$ cat src/rtl/soft_reset_pkg.sv
package soft_reset_pkg;
  localparam int WORD_W = 8;
  localparam int CFG_W  = 6;

  typedef struct packed {
    logic             mst;
    logic             lgc;
    logic [CFG_W-1:0] cfg;
  } ctl_word_t;
endpackage

$ cat src/rtl/soft_reset_sync.sv
module soft_reset_sync #(
  parameter int STAGES = 2
) (
  input  logic clk,
  input  logic rst_n,
  output logic rst_n_sync
);
  logic [STAGES-1:0] chain_q;

  always_ff @(posedge clk or negedge rst_n) begin
    if (!rst_n) chain_q <= '0;
    else        chain_q <= {chain_q[STAGES-2:0], 1'b1};
  end

  assign rst_n_sync = chain_q[STAGES-1];
endmodule

$ cat src/rtl/soft_reset_ctlreg.sv
module soft_reset_ctlreg
  import soft_reset_pkg::*;
(
  input  logic      clk,
  input  logic      rst_n,
  input  logic      wr_en,
  input  ctl_word_t wr_word,
  input  logic      force_clr,
  output ctl_word_t q
);
  ctl_word_t nxt;
  logic      en;

  always_comb begin
    nxt = q;
    if (wr_en) nxt = wr_word;
    if (nxt.mst) begin
      nxt.lgc = 1'b0;
      nxt.cfg = '0;
    end
    if (force_clr) nxt = '0;
  end

  assign en = wr_en | force_clr;

  always_ff @(posedge clk or negedge rst_n) begin
    if (!rst_n)  q <= '0;
    else if (en) q <= nxt;
  end
endmodule

$ cat src/rtl/soft_reset_guard.sv
module soft_reset_guard #(
  parameter int GUARD_CYCLES = 1650
) (
  input  logic clk,
  input  logic rst_n,
  input  logic hold,
  output logic ready
);
  localparam int CNT_W = $clog2(GUARD_CYCLES + 1);
  localparam logic [CNT_W-1:0] LOAD = CNT_W'(GUARD_CYCLES);

  logic [CNT_W-1:0] cnt_q, cnt_nxt;
  logic             cnt_en;

  always_comb begin
    cnt_nxt = cnt_q;
    if (hold)             cnt_nxt = LOAD;
    else if (cnt_q != '0) cnt_nxt = cnt_q - 1'b1;
  end

  assign cnt_en = hold | (cnt_q != '0);

  always_ff @(posedge clk or negedge rst_n) begin
    if (!rst_n)      cnt_q <= LOAD;
    else if (cnt_en) cnt_q <= cnt_nxt;
  end

  assign ready = (cnt_q == '0) & ~hold;
endmodule

$ cat src/rtl/soft_reset_ctrl.sv
module soft_reset_ctrl
  import soft_reset_pkg::*;
#(
  parameter int NUM_PORTS    = 4,
  parameter int ADDR_W       = 4,
  parameter int GUARD_CYCLES = 1650
) (
  input  logic                   clk,
  input  logic                   rst_n,
  input  logic                   wr_en,
  input  logic                   rd_en,
  input  logic [ADDR_W-1:0]      addr,
  input  logic [7:0]             wr_data,
  output logic [7:0]             rd_data,
  output logic                   core_rst_n,
  output logic [NUM_PORTS-1:0]   port_rst_n,
  output logic [5:0]             dev_cfg,
  output logic [6*NUM_PORTS-1:0] port_cfg,
  output logic                   access_ready
);
  logic                       rst_n_s;
  ctl_word_t                  dev_q;
  ctl_word_t                  port_q [NUM_PORTS];
  logic [7:0]                 dev_word;
  logic [8*NUM_PORTS-1:0]     port_words;
  logic                       dev_hit;
  logic [NUM_PORTS-1:0]       port_hit;
  logic                       dev_any;
  logic [7:0]                 rd_nxt;
  logic                       core_nxt;
  logic [NUM_PORTS-1:0]       port_nxt;

  soft_reset_sync #(.STAGES(2)) u_sync (
    .clk(clk), .rst_n(rst_n), .rst_n_sync(rst_n_s)
  );

  assign dev_hit = wr_en & (addr == '0);

  soft_reset_ctlreg u_dev (
    .clk(clk), .rst_n(rst_n_s), .wr_en(dev_hit),
    .wr_word(ctl_word_t'(wr_data)), .force_clr(1'b0), .q(dev_q)
  );

  assign dev_word = dev_q;
  assign dev_cfg  = dev_q.cfg;
  assign dev_any  = dev_q.mst | dev_q.lgc;

  for (genvar i = 0; i < NUM_PORTS; i++) begin : g_port
    assign port_hit[i] = wr_en & (addr == ADDR_W'(i + 1));

    soft_reset_ctlreg u_port (
      .clk(clk), .rst_n(rst_n_s), .wr_en(port_hit[i]),
      .wr_word(ctl_word_t'(wr_data)), .force_clr(dev_q.mst), .q(port_q[i])
    );

    assign port_words[8*i +: 8] = port_q[i];
    assign port_cfg[6*i +: 6]   = port_q[i].cfg;
    assign port_nxt[i] = ~(dev_any | port_q[i].mst | port_q[i].lgc);
  end

  assign core_nxt = ~dev_any;

  soft_reset_guard #(.GUARD_CYCLES(GUARD_CYCLES)) u_guard (
    .clk(clk), .rst_n(rst_n_s), .hold(dev_q.mst), .ready(access_ready)
  );

  always_comb begin
    rd_nxt = '0;
    if (addr == '0) rd_nxt = dev_word;
    for (int i = 0; i < NUM_PORTS; i++) begin
      if (addr == ADDR_W'(i + 1)) rd_nxt = port_words[8*i +: 8];
    end
  end

  always_ff @(posedge clk or negedge rst_n_s) begin
    if (!rst_n_s)   rd_data <= '0;
    else if (rd_en) rd_data <= rd_nxt;
  end

  always_ff @(posedge clk or negedge rst_n_s) begin
    if (!rst_n_s) begin
      core_rst_n <= 1'b0;
      port_rst_n <= '0;
    end else begin
      core_rst_n <= core_nxt;
      port_rst_n <= port_nxt;
    end
  end
endmodule

$ cat config.mk
export PLATFORM = sky130hd
export DESIGN_NAME = soft_reset_ctrl
export DESIGN_NICKNAME = d
export VERILOG_FILES = /design/src/rtl/soft_reset_pkg.sv /design/src/rtl/soft_reset_sync.sv /design/src/rtl/soft_reset_ctlreg.sv /design/src/rtl/soft_reset_guard.sv /design/src/rtl/soft_reset_ctrl.sv
export SDC_FILE = /design/constraint.sdc
export NUM_CORES = 1
export LEC_CHECK = 0
export ABC_AREA = 0
export BUFFER_PORTS_ARGS = -buffer_cell sky130_fd_sc_hd__buf_2
export CAP_MARGIN = 40
export CORE_MARGIN = 3
export CORE_UTILIZATION = 45
export DETAILED_ROUTE_END_ITERATION = 10
export GPL_ROUTABILITY_DRIVEN = 0
export PLACE_DENSITY = 0.75
export SYNTH_ARGS = -nofsm -noshare
export SYNTH_HDL_FRONTEND = slang
export SYNTH_SLANG_ARGS = --single-unit
$ cat constraint.sdc
create_clock -name clk -period 5.6 [get_ports clk]
set_input_delay 0 -clock clk [delete_from_list [all_inputs] [get_ports clk]]
set_output_delay 0 -clock clk [all_outputs]
set_load 0.05 [all_outputs]
# Word level (Yosys, flattened, before mapping)
# Cells that the tools add are included.
# op_classes
bitwise	26
mux	21
n_eq_ne	4
n_reduce_logical	15
n_addsub	1
# op_table
op	n
$mux W8	14
$mux W7	5
$mux W11	2
$or A1 B1 Y1	14
$reduce_and A2 Y1	6
$reduce_bool A3 Y1	4
$logic_not A11 Y1	1
$reduce_bool A11 Y1	1
$sub A11 B1 Y11 const B	1
$eq A4 B2 Y1 const B	2
$and A1 B1 Y1	6
$not A1 Y1	6
$eq A4 B1 Y1 const B	1
$eq A4 B3 Y1 const B	1
$logic_not A4 Y1	1
$reduce_bool A2 Y1	2
# word_totals
ff_bits	66
inputBits	16
word_cells	87
output_inout_bits	44

# Depth between registers and ports, before layout
# depth
ltp_word	6
ltp_mapped	6

# Modules after synthesis
# A second synthesis with hierarchy kept.
# unflattened
cells_unflattened	277
area_unflattened_um2	3109.2
# modules_own_cells
module	cells_per_inst	instances	area_per_inst_um2	seq_area_each_um2
soft_reset_ctlreg	21	5	316.6	200.2
soft_reset_ctrl	115	1	914.6	325.3
soft_reset_guard	54	1	558.0	282.8
soft_reset_sync	3	1	53.8	50.0

# Worst setup path before layout
# No wires, ideal clock.
# synth_path
path_kind	flip-flop to output port
startpoint	register u_guard.cnt_q[7]
endpoint	output port access_ready
path_stages_with_launch	5
t_arrival_ns	1.816
slack_ns	3.784
path_cell_list	dfrtp_1 -> clkbuf_1 -> nor4_2 -> nand3_1 -> nor2_1
# synth_via
elab_chain_cells	2
# synth_lines
element	line	text
start, declared	soft_reset_guard.sv:12	logic [CNT_W-1:0] cnt_q, cnt_nxt;
start signal, assigned	soft_reset_guard.sv:25	else if (cnt_en) cnt_q <= cnt_nxt;
$logic_not A11 Y1	soft_reset_guard.sv:28	assign ready = (cnt_q == '0) & ~hold;
$and A1 B1 Y1	soft_reset_guard.sv:28	
end, declared	soft_reset_ctrl.sv:19	output logic access_ready
# No other way between the ends.

# Worst setup path after layout
# layout_path
startpoint	register u_guard.cnt_q[3]
endpoint	output port access_ready
# The elaborated chain is that of the path after synthesis.

==> reports/summary.md <==
The flow ran to the end, and the final reports show no timing, DRC or antenna violations. The logs give 856.9 uW for the internal power of the cells and 0 ns for the setup TNS. Using the TritonRoute via totals, the vias-per-cell ratio works out to 5.691. Across the routed clock network, the largest skew measured is 0.009885 ns. Grouping stages by cell kind, the critical path spends the most delay in simple AND/OR/NAND/NOR gates. After layout, the minimum clock period comes to 2.198 ns. The count of unique library cells instantiated by Yosys is 46. Summed over all nets, the switching power comes to 453.8 uW. The first routing iteration left 196 violations. In this run, the clock network consumes 31.0% of the power. CTS saw 66 sinks. Worst path buffer plus inverter count: 1. The floorplan has 31 rows. For the pin with the worst max-slew slack, the measured transition is 0.9141 ns. The critical path starts at u_guard.cnt_q[3]. The root buffer cell chosen for the clock tree is sky130_fd_sc_hd__clkbuf_8. End point of the critical path: access_ready. Summing all multi-input logic gate instances after layout gives 1468 um^2. The wire length of the first global-routing pass is 13190 um.

The tools report the number of inserted diodes as 0. Setup repair after global routing left no endpoint under its margin. The fraction of the mapped netlist area in adder cells was 0.3577%; the clock slew seen by the registers of the worst setup and hold paths was 0.07 ns. The logs give 0.02981 ns for the worst hold slack and 0 for the number of antenna violations at the first check in global routing. Across the whole layout, storage elements account for 1660 um^2.

The number of cells on the worst reg-to-reg path was 3; the number of primary I/O pins was 60. Period utilization: 39.25%. The overall die width is 94.17 um, and the maximum buffer depth of the clock tree is 2.

After clock tree synthesis, the setup repair step added 0 buffers. The synthesized net count was 362; the total track usage was 19.11%. The first TritonRoute pass finished after 4 iterations. Once the floorplan was initialized, standard cells occupied 47.22% of the core.

The count of input and output buffers works out to 59. Synthesis inferred 66 register bits. The number of global-route vias before repair came out at 2659. Across the VDD grid, the largest voltage drop is 0.1636 mV. The share of async-settable or async-resettable flops after synthesis came out at 100.0%. The tools report the full die area as 8868 um^2. The run gives 0 as the number of hold violations in the final report. The worst setup path is captured at an output port.

Traced cell by cell, the critical path runs through nor4_1, nand3_1, nor2_1, buf_2. Dividing the synthesized area by the synthesized cell count gives 10.14 um^2. The total congestion overflow was 0.

Sequential cells account for 43.8% of the total power. The sequential cell area fraction in the yosys report was 47.42%. Post-synthesis share of cell area spent on and, or, nand and nor gates: 17.42%.

The critical setup path kind is flop to output port. The core area was 7408 um^2; the number of failing setup endpoints in the final timing report was 0. The run gives 0 as the count of final max-slew check failures. After synthesis, the largest family of logic cells by area is simple AND/OR/NAND/NOR gates.

In the final routed layout, each cell accounts on average for 17.40 um. Measured along the y axis, the die boundary spans 94.17 um. Dominant register cell in the synthesized netlist: sky130_fd_sc_hd__dfrtp_1. The analysis attributes to cell leakage a power of 0.001795 uW. The delay of the slowest cell on the worst path works out to 0.72 ns.

TritonCTS built the clock tree. Entering global routing, the biggest net connects 65 pins. Relative to the synthesized area, the layout overhead comes to 9.192%. The routed design has 8179 um of wire. The path class of the tightest hold or removal check is primary input to flop. The worst register-to-register path ends at u_guard.cnt_q[5]. Cell count after synthesis: 345. The run gives 3498 um^2 as the netlist area before placement. The highest fanout seen on the critical path works out to 8. The sort of element at the start of the critical path was a flop. Total number of vias: 2675. The tools report the startpoint of the worst register-to-register path as u_guard.cnt_q[3]. At the worst endpoint, the required time is 5.60 ns. Number of nets still failing antenna checks after routing: 0.

TritonCTS created 9 clock buffers. The level count of the clock H-tree is 3. The power per cell area was 343.1 nW/um^2; the synthesized-area fraction occupied by xor and xnor cells was 0%.

Summing the areas of all compound-gate instances in the mapped netlist gives 12.55% of the synthesized area. For this run, the top clock speed supported by timing is 454.9 MHz. The share of synthesized area spent on multiplexers was 11.52%; the layout cell share with drive strength beyond 1 was 28.57%.

In this run the number of cells on the critical path is 4. The worst register-to-register path has a setup slack of 3.78 ns. The logs give 383 for the number of nets in the layout and 25.2% for the power share of the combinational group. Net switching is 34.63% of the power. The filler cells instantiated in the layout total 678. Clock latency on the worst-skew pair, taken at its later pin, is 0.34 ns. The estimated wirelength of the detail-placed design was 5836 um; the number of enable-type register cells in the synthesized netlist was 0. Max-cap violations in this run came to 0. Headroom to the max-slew limit came out at 38.50%. Among all stages on the critical path, the largest delay is contributed by sky130_fd_sc_hd__nor4_1. For the worst setup path, the data arrival time is 2.20 ns.

Yosys printed 0 warnings. For this run, design rule violations remaining after detail routing come to 0.
## power groups by stage
stage	combinational (uW)	clock, uW	sequential (uW)
floorplan	214	0	634
global placement	326	0	578
detailed placement	329	0	582
CTS	333	415	573
global route	358	438	579
finish	331	407	573
## sequential cells by signal (all words and copies together) (netlist names)
| signal | flops |
|---|---|
| g_port.u_port.q | 32 |
| u_guard.cnt_q | 11 |
| rd_data | 8 |
| u_dev.q | 8 |
| port_rst_n | 4 |
| u_sync.chain_q | 2 |
| core_rst_n | 1 |
## synth_stat cells, types with 3 or more instances
library cell               number  share of area [%]
sky130_fd_sc_hd__mux2_2         6                1.9
sky130_fd_sc_hd__nand2b_1       3               0.54
sky130_fd_sc_hd__nor4_1         7                1.3
sky130_fd_sc_hd__buf_4         30                6.4
sky130_fd_sc_hd__nor2_1        13                1.4
sky130_fd_sc_hd__nand2_1       27                2.9
sky130_fd_sc_hd__dfrtp_1       60                 43
sky130_fd_sc_hd__nor2b_1       16                2.9
sky130_fd_sc_hd__inv_1          6               0.64
sky130_fd_sc_hd__nor3_1         8                1.1
sky130_fd_sc_hd__a21oi_1       24                3.4
sky130_fd_sc_hd__o221ai_1       6                1.5
sky130_fd_sc_hd__mux2i_1       17                4.9
sky130_fd_sc_hd__buf_6          4                1.3
sky130_fd_sc_hd__a211oi_1       7                1.5
sky130_fd_sc_hd__o21ai_0       17                2.4
sky130_fd_sc_hd__buf_2          3               0.43
sky130_fd_sc_hd__clkbuf_1      15                1.6
sky130_fd_sc_hd__dfstp_2        6                4.5
sky130_fd_sc_hd__mux2_4         8                3.4
sky130_fd_sc_hd__nand3_1       24                3.4
sky130_fd_sc_hd__o31ai_1        3               0.64
sky130_fd_sc_hd__or3_1          4               0.72
## logic make-up after synthesis
| group | count (synthesis) |
|---|---|
| mux | 33 |
| other cells | 1 |
| compound gates | 70 |
| flops | 66 |
| buf+inv | 60 |
| simple gates | 114 |
| fa+ha+maj | 1 |
## cells in the final DEF, fill, tap and decap left out, types with 11 or more instances in the layout
cell,Yosys,routed
sky130_fd_sc_hd__a21oi_1,24,24
sky130_fd_sc_hd__buf_2,3,59
sky130_fd_sc_hd__clkbuf_8,0,11
sky130_fd_sc_hd__dfrtp_1,60,59
sky130_fd_sc_hd__mux2i_1,17,17
sky130_fd_sc_hd__nand2_1,27,27
sky130_fd_sc_hd__nand3_1,24,24
sky130_fd_sc_hd__nor2_1,13,13
sky130_fd_sc_hd__nor2b_1,16,16
sky130_fd_sc_hd__o21ai_0,17,17
## worst min-delay path by stage
| stage | from | endpoint | slack (ns) | cells past startpoint |
|---|---|---|---|---|
| after floorplan | rst_n | u_sync.chain_q[0] | -0.30 | 0 |
| after global placement | rst_n | u_sync.chain_q[0] | -0.21 | 1 |
| after detailed placement | rst_n | u_sync.chain_q[0] | -0.21 | 1 |
| after CTS | rd_en | rd_data[7] | 0.02 | 3 |
| after global routing | wr_data[7] | g_port[1].u_port.q[7] | 0.03 | 3 |
| final | rd_en | rd_data[7] | 0.03 | 3 |
## timing repair
item                                    in CTS  in global routing
endpoints found under the hold margin        6                  0
endpoints found under the setup margin       0                  0
hold buffers                                 3                  0
resized for setup                            0                  0
## per-stage QoR
step | utilization, % | worst slack, ns | area, um^2 | power, uW | std cells
after global placement | 48.39 | 3.885 | 3585 | 903.7 | 451
after global routing | 51.56 | 3.223 | 3820 | 1375 | 470
final | 51.56 | 3.402 | 3820 | 1311 | 470
after floorplan | - | 3.637 | 3498 | 848.5 | 345
after CTS | 51.56 | 3.406 | 3820 | 1321 | 470
after detailed placement | 48.39 | 3.789 | 3585 | 911.1 | 451
## metal layers
| metal | track usage [%] | vias to the layer above | part of all wire [%] |
|---|---|---|---|
| li1 | - | 1252 | - |
| met3 | 4.327 | 13 | 5.4 |
| met4 | 6.258 | 0 | 1.5 |
| met5 | 0 | - | 0 |
| met2 | 28.49 | 103 | 47 |
| met1 | 27.40 | 1307 | 47 |
## tightest hold or removal path: cells and delay by family
kind                   cells  cell delay, ns
and+or+nand+nor            2            0.15
buffers and inverters      1            0.17
## cell type report
cell class              count  share of cell area (%)
flip-flops and latches     66                   43.47
well taps                  99                   3.243
clock buffers              12                   4.062
repair buffers             64                   8.909
inverters                   6                  0.5896
clock inverters             4                   1.310
multi-input cells         219                   38.42
(Power assumes the default switching activity.)
